<file path="src/rtl/acrd_pkg.sv">
package acrd_pkg;

  localparam logic [1:0] SPD_NORMAL = 2'b00;
  localparam logic [1:0] SPD_DOUBLE = 2'b01;
  localparam logic [1:0] SPD_QUAD   = 2'b10;

  typedef logic [2:0] ratio_code_t;

  localparam ratio_code_t RC_NONE = 3'd0;
  localparam ratio_code_t RC_128  = 3'd1;
  localparam ratio_code_t RC_192  = 3'd2;
  localparam ratio_code_t RC_256  = 3'd3;
  localparam ratio_code_t RC_384  = 3'd4;
  localparam ratio_code_t RC_512  = 3'd5;
  localparam ratio_code_t RC_768  = 3'd6;

  localparam int NUM_RATIOS = 6;

  // Odd codes are powers of two from 128 upward; even codes are 1.5x the code below.
  function automatic int unsigned nominal_of(input int unsigned code);
    int unsigned base;
    base = 128 << ((code - 1) / 2);
    if ((code % 2) == 0) nominal_of = (base * 3) / 2;
    else                 nominal_of = base;
  endfunction

endpackage

</file>
<file path="src/rtl/acrd_sync.sv">
module acrd_sync #(
  parameter int STAGES = 2
) (
  input  logic clk,
  input  logic rst_n,
  input  logic d_async,
  output logic rise
);

  logic [STAGES-1:0] sh_q;
  logic [STAGES-1:0] sh_d;
  logic              last_q;

  always_comb begin
    sh_d = {sh_q[STAGES-2:0], d_async};
  end

  always_ff @(posedge clk or negedge rst_n) begin
    if (!rst_n) begin
      sh_q   <= '0;
      last_q <= 1'b0;
    end else begin
      sh_q   <= sh_d;
      last_q <= sh_q[STAGES-1];
    end
  end

  assign rise = sh_q[STAGES-1] & ~last_q;

  // A detected rising edge is a single-cycle pulse (feeds the R2 measurement).
  assert_rise_pulse_R2: assert property (@(posedge clk) disable iff (!rst_n)
    rise |=> !rise);

endmodule

</file>
<file path="src/rtl/acrd_period_cnt.sv">
module acrd_period_cnt #(
  parameter int TMO = 1024,
  parameter int CW  = 11,
  parameter int BW  = 8
) (
  input  logic          clk,
  input  logic          rst_n,
  input  logic          frame_edge,
  input  logic          bick_edge,
  input  logic          armed,
  output logic [CW-1:0] meas,
  output logic [BW-1:0] bick_meas,
  output logic          tmo_hit
);

  localparam logic [CW-1:0] CNT_MAX  = CW'(TMO - 1);
  localparam logic [BW-1:0] BCNT_MAX = '1;

  logic [CW-1:0] cnt_q, cnt_d;
  logic [BW-1:0] bcnt_q, bcnt_d;
  logic          cnt_en, bcnt_en;

  always_comb begin
    cnt_en = (cnt_q != CNT_MAX);
    if (frame_edge)  cnt_d = '0;
    else if (cnt_en) cnt_d = cnt_q + CW'(1);
    else             cnt_d = cnt_q;
  end

  always_comb begin
    bcnt_en = bick_edge && (bcnt_q != BCNT_MAX);
    if (frame_edge)   bcnt_d = '0;
    else if (bcnt_en) bcnt_d = bcnt_q + BW'(1);
    else              bcnt_d = bcnt_q;
  end

  always_ff @(posedge clk or negedge rst_n) begin
    if (!rst_n) begin
      cnt_q  <= CNT_MAX;
      bcnt_q <= '0;
    end else begin
      cnt_q  <= cnt_d;
      bcnt_q <= bcnt_d;
    end
  end

  assign meas      = cnt_q + CW'(1);
  assign bick_meas = bcnt_en ? bcnt_q + BW'(1) : bcnt_q;
  assign tmo_hit   = armed && !frame_edge && (cnt_q == CNT_MAX);

  assert_cnt_bound_R8: assert property (@(posedge clk) disable iff (!rst_n)
    cnt_q <= CNT_MAX);

  assert_cnt_restart_R2: assert property (@(posedge clk) disable iff (!rst_n)
    frame_edge |=> (cnt_q == '0));

endmodule

</file>
<file path="src/rtl/acrd_classify.sv">
module acrd_classify
  import acrd_pkg::*;
#(
  parameter int CW  = 11,
  parameter int TOL = 2
) (
  input  logic [CW-1:0] meas,
  input  logic          auto_sel,
  input  logic [1:0]    spd_sel,
  output ratio_code_t   code,
  output logic [1:0]    mode,
  output logic          known,
  output logic          dac_ok,
  output logic          adc_ok
);

  logic [NUM_RATIOS-1:0] hit;

  for (genvar gi = 0; gi < NUM_RATIOS; gi++) begin : g_win
    localparam int unsigned   NOM = nominal_of(gi + 1);
    localparam logic [CW-1:0] LO  = CW'(NOM - TOL);
    localparam logic [CW-1:0] HI  = CW'(NOM + TOL);
    assign hit[gi] = (meas >= LO) && (meas <= HI);
  end

  always_comb begin
    code = RC_NONE;
    for (int i = 0; i < NUM_RATIOS; i++) begin
      if (hit[i]) code = ratio_code_t'(i + 1);
    end
  end

  assign known = (code != RC_NONE);

  always_comb begin
    if (auto_sel) begin
      unique case (code)
        RC_512, RC_768: mode = SPD_NORMAL;
        RC_256, RC_384: mode = SPD_DOUBLE;
        RC_128, RC_192: mode = SPD_QUAD;
        default:        mode = SPD_NORMAL;
      endcase
    end else if (spd_sel == 2'b11) begin
      mode = SPD_NORMAL;
    end else begin
      mode = spd_sel;
    end
  end

  always_comb begin
    unique case (mode)
      SPD_NORMAL: dac_ok = (code == RC_256) || (code == RC_384) || (code == RC_512);
      SPD_DOUBLE: dac_ok = (code == RC_128) || (code == RC_192) || (code == RC_256);
      SPD_QUAD:   dac_ok = (code == RC_128);
      default:    dac_ok = 1'b0;
    endcase
  end

  assign adc_ok = dac_ok && ((mode == SPD_NORMAL) ||
                             ((mode == SPD_DOUBLE) && (code == RC_256)));

  always_comb begin
    assert_hit_onehot_R2: assert ($onehot0(hit));
    assert_quad_never_adc_R6: assert (!(adc_ok && (mode == SPD_QUAD)));
  end

endmodule

</file>
<file path="src/rtl/audio_clk_ratio_det.sv">
module audio_clk_ratio_det
  import acrd_pkg::*;
#(
  parameter int TMO            = 1024,
  parameter int TOL            = 2,
  parameter int BICK_PER_FRAME = 64,
  parameter int SYNC_STAGES    = 2
) (
  input  logic       mclk,
  input  logic       rst_n,
  input  logic       lrck,
  input  logic       bick,
  input  logic       auto_sel,
  input  logic [1:0] spd_sel,
  output logic [1:0] spd_mode,
  output logic [2:0] ratio_code,
  output logic       dac_ok,
  output logic       adc_ok,
  output logic       ready,
  output logic       pwr_down,
  output logic       err
);

  localparam int CW = $clog2(TMO) + 1;
  localparam int BW = $clog2(BICK_PER_FRAME) + 2;
  localparam logic [BW-1:0] BICK_EXP = BW'(BICK_PER_FRAME);

  // Reset: asserted asynchronously, released on the clock.
  logic [1:0] rst_pipe_q;
  logic       rst_sync_n;

  always_ff @(posedge mclk or negedge rst_n) begin
    if (!rst_n) rst_pipe_q <= 2'b00;
    else        rst_pipe_q <= {rst_pipe_q[0], 1'b1};
  end
  assign rst_sync_n = rst_pipe_q[1];

  logic          lr_rise, bk_rise, tmo_hit;
  logic [CW-1:0] meas;
  logic [BW-1:0] bick_meas;
  ratio_code_t   cls_code;
  logic [1:0]    cls_mode;
  logic          cls_known, cls_dac, cls_adc;

  acrd_sync #(.STAGES(SYNC_STAGES)) u_lr_sync (
    .clk(mclk), .rst_n(rst_sync_n), .d_async(lrck), .rise(lr_rise)
  );

  acrd_sync #(.STAGES(SYNC_STAGES)) u_bk_sync (
    .clk(mclk), .rst_n(rst_sync_n), .d_async(bick), .rise(bk_rise)
  );

  logic armed_q, armed_d;

  acrd_period_cnt #(.TMO(TMO), .CW(CW), .BW(BW)) u_cnt (
    .clk(mclk), .rst_n(rst_sync_n), .frame_edge(lr_rise), .bick_edge(bk_rise),
    .armed(armed_q), .meas(meas), .bick_meas(bick_meas), .tmo_hit(tmo_hit)
  );

  acrd_classify #(.CW(CW), .TOL(TOL)) u_cls (
    .meas(meas), .auto_sel(auto_sel), .spd_sel(spd_sel), .code(cls_code),
    .mode(cls_mode), .known(cls_known), .dac_ok(cls_dac), .adc_ok(cls_adc)
  );

  // Agreement with the previous measurement.
  logic [CW-1:0] prev_q, prev_d, diff;
  logic          close;
  assign diff  = (meas >= prev_q) ? (meas - prev_q) : (prev_q - meas);
  assign close = (diff <= CW'(TOL));

  logic        have_prev_q, have_prev_d;
  logic        pwr_q, pwr_d, ready_q, ready_d, err_q, err_d;
  logic        dac_q, dac_d, adc_q, adc_d;
  ratio_code_t code_q, code_d;
  logic [1:0]  mode_q, mode_d;

  always_comb begin
    armed_d     = armed_q;
    have_prev_d = have_prev_q;
    prev_d      = prev_q;
    pwr_d       = pwr_q;
    ready_d     = ready_q;
    err_d       = err_q;
    code_d      = code_q;
    mode_d      = mode_q;
    dac_d       = dac_q;
    adc_d       = adc_q;
    if (tmo_hit) begin
      armed_d     = 1'b0;
      have_prev_d = 1'b0;
      pwr_d       = 1'b1;
      ready_d     = 1'b0;
      err_d       = 1'b0;
      code_d      = RC_NONE;
      mode_d      = SPD_NORMAL;
      dac_d       = 1'b0;
      adc_d       = 1'b0;
    end else if (lr_rise) begin
      if (!armed_q) begin
        armed_d = 1'b1;
      end else begin
        pwr_d       = 1'b0;
        code_d      = cls_code;
        mode_d      = cls_mode;
        dac_d       = cls_dac;
        adc_d       = cls_adc;
        err_d       = !cls_known || (bick_meas != BICK_EXP);
        ready_d     = have_prev_q && cls_known && close;
        prev_d      = meas;
        have_prev_d = 1'b1;
      end
    end
  end

  always_ff @(posedge mclk or negedge rst_sync_n) begin
    if (!rst_sync_n) begin
      armed_q     <= 1'b0;
      have_prev_q <= 1'b0;
      prev_q      <= '0;
      pwr_q       <= 1'b1;
      ready_q     <= 1'b0;
      err_q       <= 1'b0;
      code_q      <= RC_NONE;
      mode_q      <= SPD_NORMAL;
      dac_q       <= 1'b0;
      adc_q       <= 1'b0;
    end else begin
      armed_q     <= armed_d;
      have_prev_q <= have_prev_d;
      prev_q      <= prev_d;
      pwr_q       <= pwr_d;
      ready_q     <= ready_d;
      err_q       <= err_d;
      code_q      <= code_d;
      mode_q      <= mode_d;
      dac_q       <= dac_d;
      adc_q       <= adc_d;
    end
  end

  assign spd_mode   = mode_q;
  assign ratio_code = code_q;
  assign dac_ok     = dac_q;
  assign adc_ok     = adc_q;
  assign ready      = ready_q;
  assign pwr_down   = pwr_q;
  assign err        = err_q;

  assert_ready_powered_R7: assert property (@(posedge mclk) disable iff (!rst_sync_n)
    ready_q |-> !pwr_q);

  assert_ready_known_R7: assert property (@(posedge mclk) disable iff (!rst_sync_n)
    ready_q |-> (code_q != RC_NONE));

  assert_timeout_drop_R8: assert property (@(posedge mclk) disable iff (!rst_sync_n)
    tmo_hit |=> (pwr_q && !ready_q && !armed_q));

  assert_manual_mode_R3: assert property (@(posedge mclk) disable iff (!rst_sync_n)
    (lr_rise && armed_q && !auto_sel && (spd_sel != 2'b11)) |=> (mode_q == $past(spd_sel)));

  assert_power_stays_R1: assert property (@(posedge mclk) disable iff (!rst_sync_n)
    (pwr_q && !lr_rise) |=> pwr_q);

endmodule

</file>
<file path="config.mk">
export PLATFORM = sky130hd
export DESIGN_NAME = audio_clk_ratio_det
export DESIGN_NICKNAME = d
export VERILOG_FILES = /design/src/rtl/acrd_pkg.sv /design/src/rtl/acrd_sync.sv /design/src/rtl/acrd_period_cnt.sv /design/src/rtl/acrd_classify.sv /design/src/rtl/audio_clk_ratio_det.sv
export SDC_FILE = /design/constraint.sdc
export NUM_CORES = 1
export LEC_CHECK = 0
export BUFFER_PORTS_ARGS = -buffer_cell sky130_fd_sc_hd__buf_2
export CAP_MARGIN = 20
export CORE_MARGIN = 2
export CORE_UTILIZATION = 40
export DETAILED_ROUTE_END_ITERATION = 12
export PLACE_DENSITY = 0.55
export SLEW_MARGIN = 20
export SYNTH_ARGS = -nofsm -noshare
export SYNTH_HDL_FRONTEND = slang
export SYNTH_SLANG_ARGS = --single-unit
</file>
<file path="constraint.sdc">
create_clock -name mclk -period 3.6 [get_ports mclk]
set_input_delay 0.36 -clock mclk [delete_from_list [all_inputs] [get_ports mclk]]
set_output_delay 0.36 -clock mclk [all_outputs]
set_load 0.005 [all_outputs]
</file>
==> results of run 1 <==
-- through the flow --
stage	total power, mW	setup TNS, ns	area, µm²	util, %
floorplan	2.18	-0.119	3770	-
CTS	3.23	0	4360	47.8
finish	3.26	0	4400	48.3
global route	3.51	-0.128	4400	48.3
global placement	2.77	0	4180	45.9
detailed placement	2.76	-0.0394	4180	45.9
-- cell type report --
class / count / area, µm²
Clock buffer: 6 / 82.6
Multi-Input combinational cell: 315 / 2340
Inverter: 29 / 113
Tap cell: 111 / 139
Fill cell: 876 / 4710
Timing Repair Buffer: 60 / 420
Sequential cell: 50 / 1270
Clock inverter: 2 / 38.8
-- metal layers --
layer  track usage [%]  up-vias  part of all wire [%]
li1                  -     1566                     -
met5                 0        -                     0
met4              4.43        0                   1.2
met1              26.5     1505                    49
met2              31.0       48                    47
met3              2.44       10                   2.7
-- layout by cell type (no fill, tap or decap), drive strengths merged, types with 5 or more instances in the layout --
master / count
xor2: 7
dfrtp: 39
a31oi: 6
nand2: 38
nand4: 9
mux2i: 8
nor3: 12
inv: 29
o21ai: 31
ha: 21
a21oi: 22
xnor2: 19
a22o: 5
clkbuf: 6
buf: 59
nand3: 12
a21o: 6
nor2: 30
dfstp: 11
nor2b: 6
and2: 10
-- repair_timing --
item                                    in CTS  in global routing
pin swaps                                    5                  4
resized for setup                            6                  8
endpoints found under the hold margin        2                  0
buffers inserted                             1                  0
endpoints found under the setup margin       1                  1
hold buffers                                 1                  0
-- cells by family (layout without fill, tap and decap cells) --
logic type	Yosys count	count (layout)	synth area share [%]
AOI/OAI and AO/OA	107	107	20.9
xor gates and xnor gates	26	26	6.15
adders and majority gates	23	23	8.18
buffers and inverters	47	97	5.85
DFF	50	50	34.2
muxes	12	12	3.38
other	1	1	0.101
and+or+nand+nor	146	146	21.3
-- registers in the layout, summed over array words and instances (netlist names) --
register,count
prev_q,11
u_cnt.cnt_q,11
u_cnt.bcnt_q,8
ratio_code,3
rst_pipe_q,2
spd_mode,2
u_bk_sync.sh_q,2
u_lr_sync.sh_q,2
adc_ok,1
armed_q,1
dac_ok,1
err,1
have_prev_q,1
pwr_down,1
ready,1
u_bk_sync.last_q,1
u_lr_sync.last_q,1
-- worst register-to-register path: cells and delay by family (launching register included) --
kind                     cells  cell delay [ns]
AND/OR/NAND/NOR              6             1.13
flip-flops                   1             0.57
multiplexers                 1             0.32
AO/OA/AOI/OAI                4             0.84
buffers and inverters        1             0.07
adder cells (fa/ha/maj)      2             0.40
XOR/XNOR                     1             0.12
-- power by group --
group	internal (mW)	switching [mW]
Sequential	0.624	0.0621
Combinational	1.07	1.07
Clock	0.229	0.203
Total	1.93	1.34
-- path summary, 6_finish.rpt --
check,end,slack (ns),cells after the start
max,ready,0.06,15
min reg2reg,u_lr_sync.sh_q[0],0.30,0
max reg2reg,ready,0.06,15
min,u_bk_sync.sh_q[0],0.15,1
min in group asynchronous,u_lr_sync.sh_q[0],0.30,0
max in group asynchronous,pwr_down,2.52,1
==> impl_metrics.toml, run 1 <==
[sta]
fin_crit_ns = 3.54
finalSetupViolations = 0
max_freq_ghz = 0.282
fin_hold_ws_ns = 0.153
final_max_slew_viol_count = 0
fin_ws_ns = 0.0572
maxSlewHeadroom_pct = 41.3
skew_ns = 0.00391
final_hold_viol_count = 0
period_share_pct = 98.4
rsz0062_at_grt = "true"
worst_pin_slew_ns = 0.868

[power_and_ir_drop]
p_per_area_mw_per_mm2 = 741
leakagePower_nw = 1.95
peakVddDrop_uv = 450

[setup_path]
cp-end-kind = "flip-flop"
slowest_stage = "dfstp_2"
worstPathRequired_ns = 3.81
arrival_ns = 3.75
path_max_fanout = 8
crit_chain = "ha_4 > nand2_4 > or3_1 > and2_4 > inv_4 > ha_4 > a21oi_2 > nor2_1 > o41ai_2 > nand2_2 > mux2_4 > a21oi_2 > xnor2_1 > or2_4 > o41ai_2"
cp-startpoint = "u_cnt.cnt_q[1]"
cpPeakStageDelay_ns = 0.57
critPathKind = "reg2reg"
timing.rr.start = "u_cnt.cnt_q[1]"
crit_family = "simple AND/OR/NAND/NOR gates"
cp-start-kind = "flip-flop"
critical_path_buf_inv_count = 1

[drt]
drt_first_iter_violations = 169
ant_nets = 0
drcViolationCount = 0
drt_first_pass_iters = 6
routed_wl_mm = 8.99
vias = 3129
wl_per_cell_um = 15.7
drt-vias-per-instance = 5.46

[logic_synthesis]
synth_edf_count = 0
synth_area_mm2 = 0.00370
async_flop_share_pct = 100
synthesis.nets = 442
ys_ff_latch = 50
synth.area.top_cells = "dfrtp_1 (26%), dfstp_2 (7.8%), ha_1 (7.1%)"
synthDominantCellAreaShare_pct = 26.4
synth.avg_cell_area_um2 = 8.99
synth_most_common_cell = "dfrtp_1"
synth_ff_type = "dfrtp_1"
synth_area_leader_cell = "dfrtp_1"
ys_seq_area_share_pct = 34.2
ys_types = 73
synth_cells = 412
yosysWarnings = 0
yosys-top-cells-count = "dfrtp_1 (39), nand2_1 (37), nor2_1 (30), inv_1 (27), o21ai_0 (27)"

[final_layout]
drive_gt1_share_pct = 25.8
syn2layout_area_growth_pct = 18.9
final_cells = 573
diodes = 0
nets = 491

[clock_tree]
numCtsBuffers = 5
htree_levels = 2
clk_path_buf_depth = 2
cts_sinks = 50
cts_tree = "done"
clkLatencyLatePin_ns = 0.30
cts-root-buf = "clkbuf_8"
clk_pin_slew_ns = 0.10

[placed_design]
pre_cts_ws_ns = -0.0394
gp_congestion = 0.855
hpwl_mm = 7.06
dp.cells = 563
port_buffers = 16

[die]
die_h_um = 100
die_area_mm2 = 0.0100
start_util_pct = 40.6
fp.coreArea_mm2 = 0.00911
die_width_um = 100
rows = 35
io-pin-count = 17

[global_routing]
grt_start_max_net_pins = 28
grt.total_usage_pct = 18.9
grt_remaining_overflow = 0
antenna_found_initial = 0
grt_pass1_wl_mm = 15.2
grt_pass1_vias = 3060

[min_path]
hold_path_startpoint = "bick"
min_path_type = "in2reg"

[outcome]
outcome = "complete, no violations"

[flow_run]
cap_viol_max_count = 0
Power figures use the tool's default switching activity.
==> inputs of run 2 (changes only) <==
--- a/config.mk
+++ b/config.mk
@@ -14,4 +14,5 @@
 export SLEW_MARGIN = 20
 export SYNTH_ARGS = -nofsm -noshare
 export SYNTH_HDL_FRONTEND = slang
+export SYNTH_HIERARCHICAL = 1
 export SYNTH_SLANG_ARGS = --single-unit
==> impl_metrics.toml, run 2 <==
[logic_synthesis]
synth_cells = 462
synth_edf_count = 0
yosys-top-cells-count = "nand2_1 (56), dfrtp_1 (39), nor2_1 (35), a21oi_1 (34), inv_1 (34)"
yosysWarnings = 6
ys_types = 84
synth.avg_cell_area_um2 = 8.61
synthXorXnorAreaFrac_pct = 3.74
async_flop_share_pct = 100
yosys.area_share.simple_pct = 23.7
synth_area_mm2 = 0.00398
ys_seq_area_share_pct = 31.8
synthMuxAreaShare_pct = 2.86
synth_compound_area_share_pct = 22.7
synthesis.nets = 494
synth_most_common_cell = "nand2_1"
synth_top_family_by_area = "simple AND/OR/NAND/NOR gates"
synth_fa_ha_area_share_pct = 8.24
synth.area.top_cells = "dfrtp_1 (25%), dfstp_2 (7.3%), ha_1 (7.2%)"
synth_area_leader_cell = "dfrtp_1"
ys_ff_latch = 50
synth_ff_type = "dfrtp_1"
synthDominantCellAreaShare_pct = 24.5

[sta]
tns_ns = -0.0844
fin_crit_ns = 3.68
final_max_slew_viol_count = 0
final_hold_viol_count = 0
period_share_pct = 102
skew_ns = 0.0180
max_freq_ghz = 0.271
maxSlewHeadroom_pct = 52.9
worst_pin_slew_ns = 0.701
finalSetupViolations = 1
fin_ws_ns = -0.0844
rsz0062_at_grt = "true"

[clock_tree]
clk_path_buf_depth = 2
cts-root-buf = "clkbuf_8"
clkLatencyLatePin_ns = 0.31
numCtsBuffers = 5
clk_pin_slew_ns = 0.11
cts_sinks = 50
htree_levels = 2
cts_tree = "done"

[final_layout]
drive_gt1_share_pct = 33.6
diodes = 0
final_common_cell = "buf_4"
final_cell_mix = "buf_4 (89), nand2_1 (53), dfrtp_1 (38)"
final_util_pct = 52.3
nets = 592
reg_top3 = "prev_q x11, u_cnt/cnt_q x11, u_cnt/bcnt_q x8"
syn2layout_area_growth_pct = 27.8

[die]
rows = 36
die_width_um = 104
start_util_pct = 40.9
fp.coreArea_mm2 = 0.00973
die_area_mm2 = 0.0108
die_h_um = 104
io-pin-count = 17

[power_and_ir_drop]
intPower_mw = 1.81
clockPowerShare_pct = 11.1
leakagePower_nw = 2.34
p_switching_mw = 1.34
seqPwrFrac_pct = 21.3
totalPowerFinal_mw = 3.15
swShare_pct = 42.5
p_comb_share_pct = 67.7
p_per_area_mw_per_mm2 = 619
peakVddDrop_uv = 358

[drt]
vias = 3796
ant_nets = 0
wl_per_cell_um = 15.1
drt_first_iter_violations = 182
routed_wl_mm = 10.5
drcViolationCount = 0
drt_first_pass_iters = 4
drt-vias-per-instance = 5.48

[setup_path]
cpPeakStageDelay_ns = 0.59
slowest_stage = "dfstp_2"
worstPathRequired_ns = 3.86
crit_chain = "buf_4 > buf_4 > nand4_1 > or3_1 > nand2_4 > buf_6 > and3b_1 > o2111a_1 > a41oi_2 > o31a_4 > inv_2 > or2_4 > nand3_4 > a311o_1 > or4_4 > a221oi_2 > a31o_1"
cpMostUsedCell = "buf_4"
critical_path_buf_inv_count = 4
cp-end-kind = "flip-flop"
path_max_fanout = 9
critPathKind = "reg2reg"
crit_family = "simple AND/OR/NAND/NOR gates"
cp-start-kind = "flip-flop"
arrival_ns = 3.94

[min_path]
min_path_type = "in2reg"

[flow_run]
cap_viol_max_count = 0

[global_routing]
grt_pass1_vias = 3606
grt_start_max_net_pins = 28
grt_remaining_overflow = 0
antenna_found_initial = 0
grt_pass1_wl_mm = 17.3
grt.total_usage_pct = 19.4

[placed_design]
hpwl_mm = 7.74
gp_congestion = 0.884
port_buffers = 16

[outcome]
outcome = "complete, but fails checks"
violations = "setup timing"
==> run 2: cell types whose count changed after synthesis, moves of 4 or more <==
cell | before | now
a211oi_1 | 3 | 7
a21oi_1 | 22 | 34
a22o_1 | 5 | 0
and2_1 | 9 | 2
buf_6 | 3 | 7
clkbuf_1 | 10 | 6
inv_1 | 27 | 34
nand2_1 | 37 | 56
nor2_1 | 30 | 35
o2111a_1 | 0 | 4
xnor2_1 | 19 | 10
==> run 2: power groups by stage <==
stage	clock (mW)	combinational (mW)	sequential, mW
3_3_place_gp	0	1.98	0.671
5_1_grt	0.385	2.32	0.679
4_1_cts	0.363	2.06	0.671
2_1_floorplan	0	1.37	0.681
3_5_place_dp	0	1.99	0.675
6_report	0.348	2.13	0.669
==> run 2: worst paths after layout <==
| path | depth (start not counted) | from | slack (ns) | endpoint |
|---|---|---|---|---|
| min reg2reg | 0 | rst_pipe_q[1] | 0.26 | prev_q[3] |
| min | 1 | bick | 0.16 | u_bk_sync/sh_q[0] |
| max | 17 | u_cnt/cnt_q[1] | -0.08 | ready |
| max reg2reg | 17 | u_cnt/cnt_q[1] | -0.08 | ready |
| max in group asynchronous | 1 | rst_pipe_q[1] | 2.48 | u_cnt/cnt_q[7] |
| min in group asynchronous | 0 | rst_pipe_q[1] | 0.26 | prev_q[3] |
==> run 2: cells by family (layout without fill, tap and decap cells) <==
group | after synthesis | after routing
fa+ha+maj | 25 | 25
other cells | 1 | 1
simple gates | 174 | 174
buf+inv | 54 | 152
flops | 50 | 50
mux | 11 | 11
compound gates | 130 | 130
xor+xnor | 17 | 17
==> run 2: timing repair <==
action | 4_1_cts | 5_1_grt
hold buffers | 1 | 0
buffers inserted | 13 | 6
endpoints found under the hold margin | 2 | 0
pin swaps | 7 | 17
gates cloned | 0 | 0
resized for setup | 8 | 18
endpoints found under the setup margin | 1 | 1
==> run 2: metrics by stage <==
step	instances	cell area (µm²)	hold slack (ns)	setup slack (ns)
final	693	5080	0.159	-0.0844
after global placement	666	4730	0.145	-0.185
after global routing	693	5080	0.139	-0.247
after CTS	687	4960	0.146	-0.0516
after floorplan	462	4070	0.0644	-0.0243
after detailed placement	666	4730	0.145	-0.161
==> run 2: layout make-up <==
cell class	instances	area, µm²
Inverter	36	135
Clock buffer	5	68.8
Multi-Input combinational cell	358	2640
Tap cell	133	166
Timing Repair Buffer	109	792
Clock inverter	2	13.8
Fill cell	923	4640
Sequential cell	50	1270
==> run 2: metal layers <==
layer	up-vias	routed length (µm)	track usage [%]
met2	90	4980	31.8
met4	0	132	4.63
li1	1842	-	-
met1	1852	5020	27.0
met5	-	0	0
met3	12	347	2.71
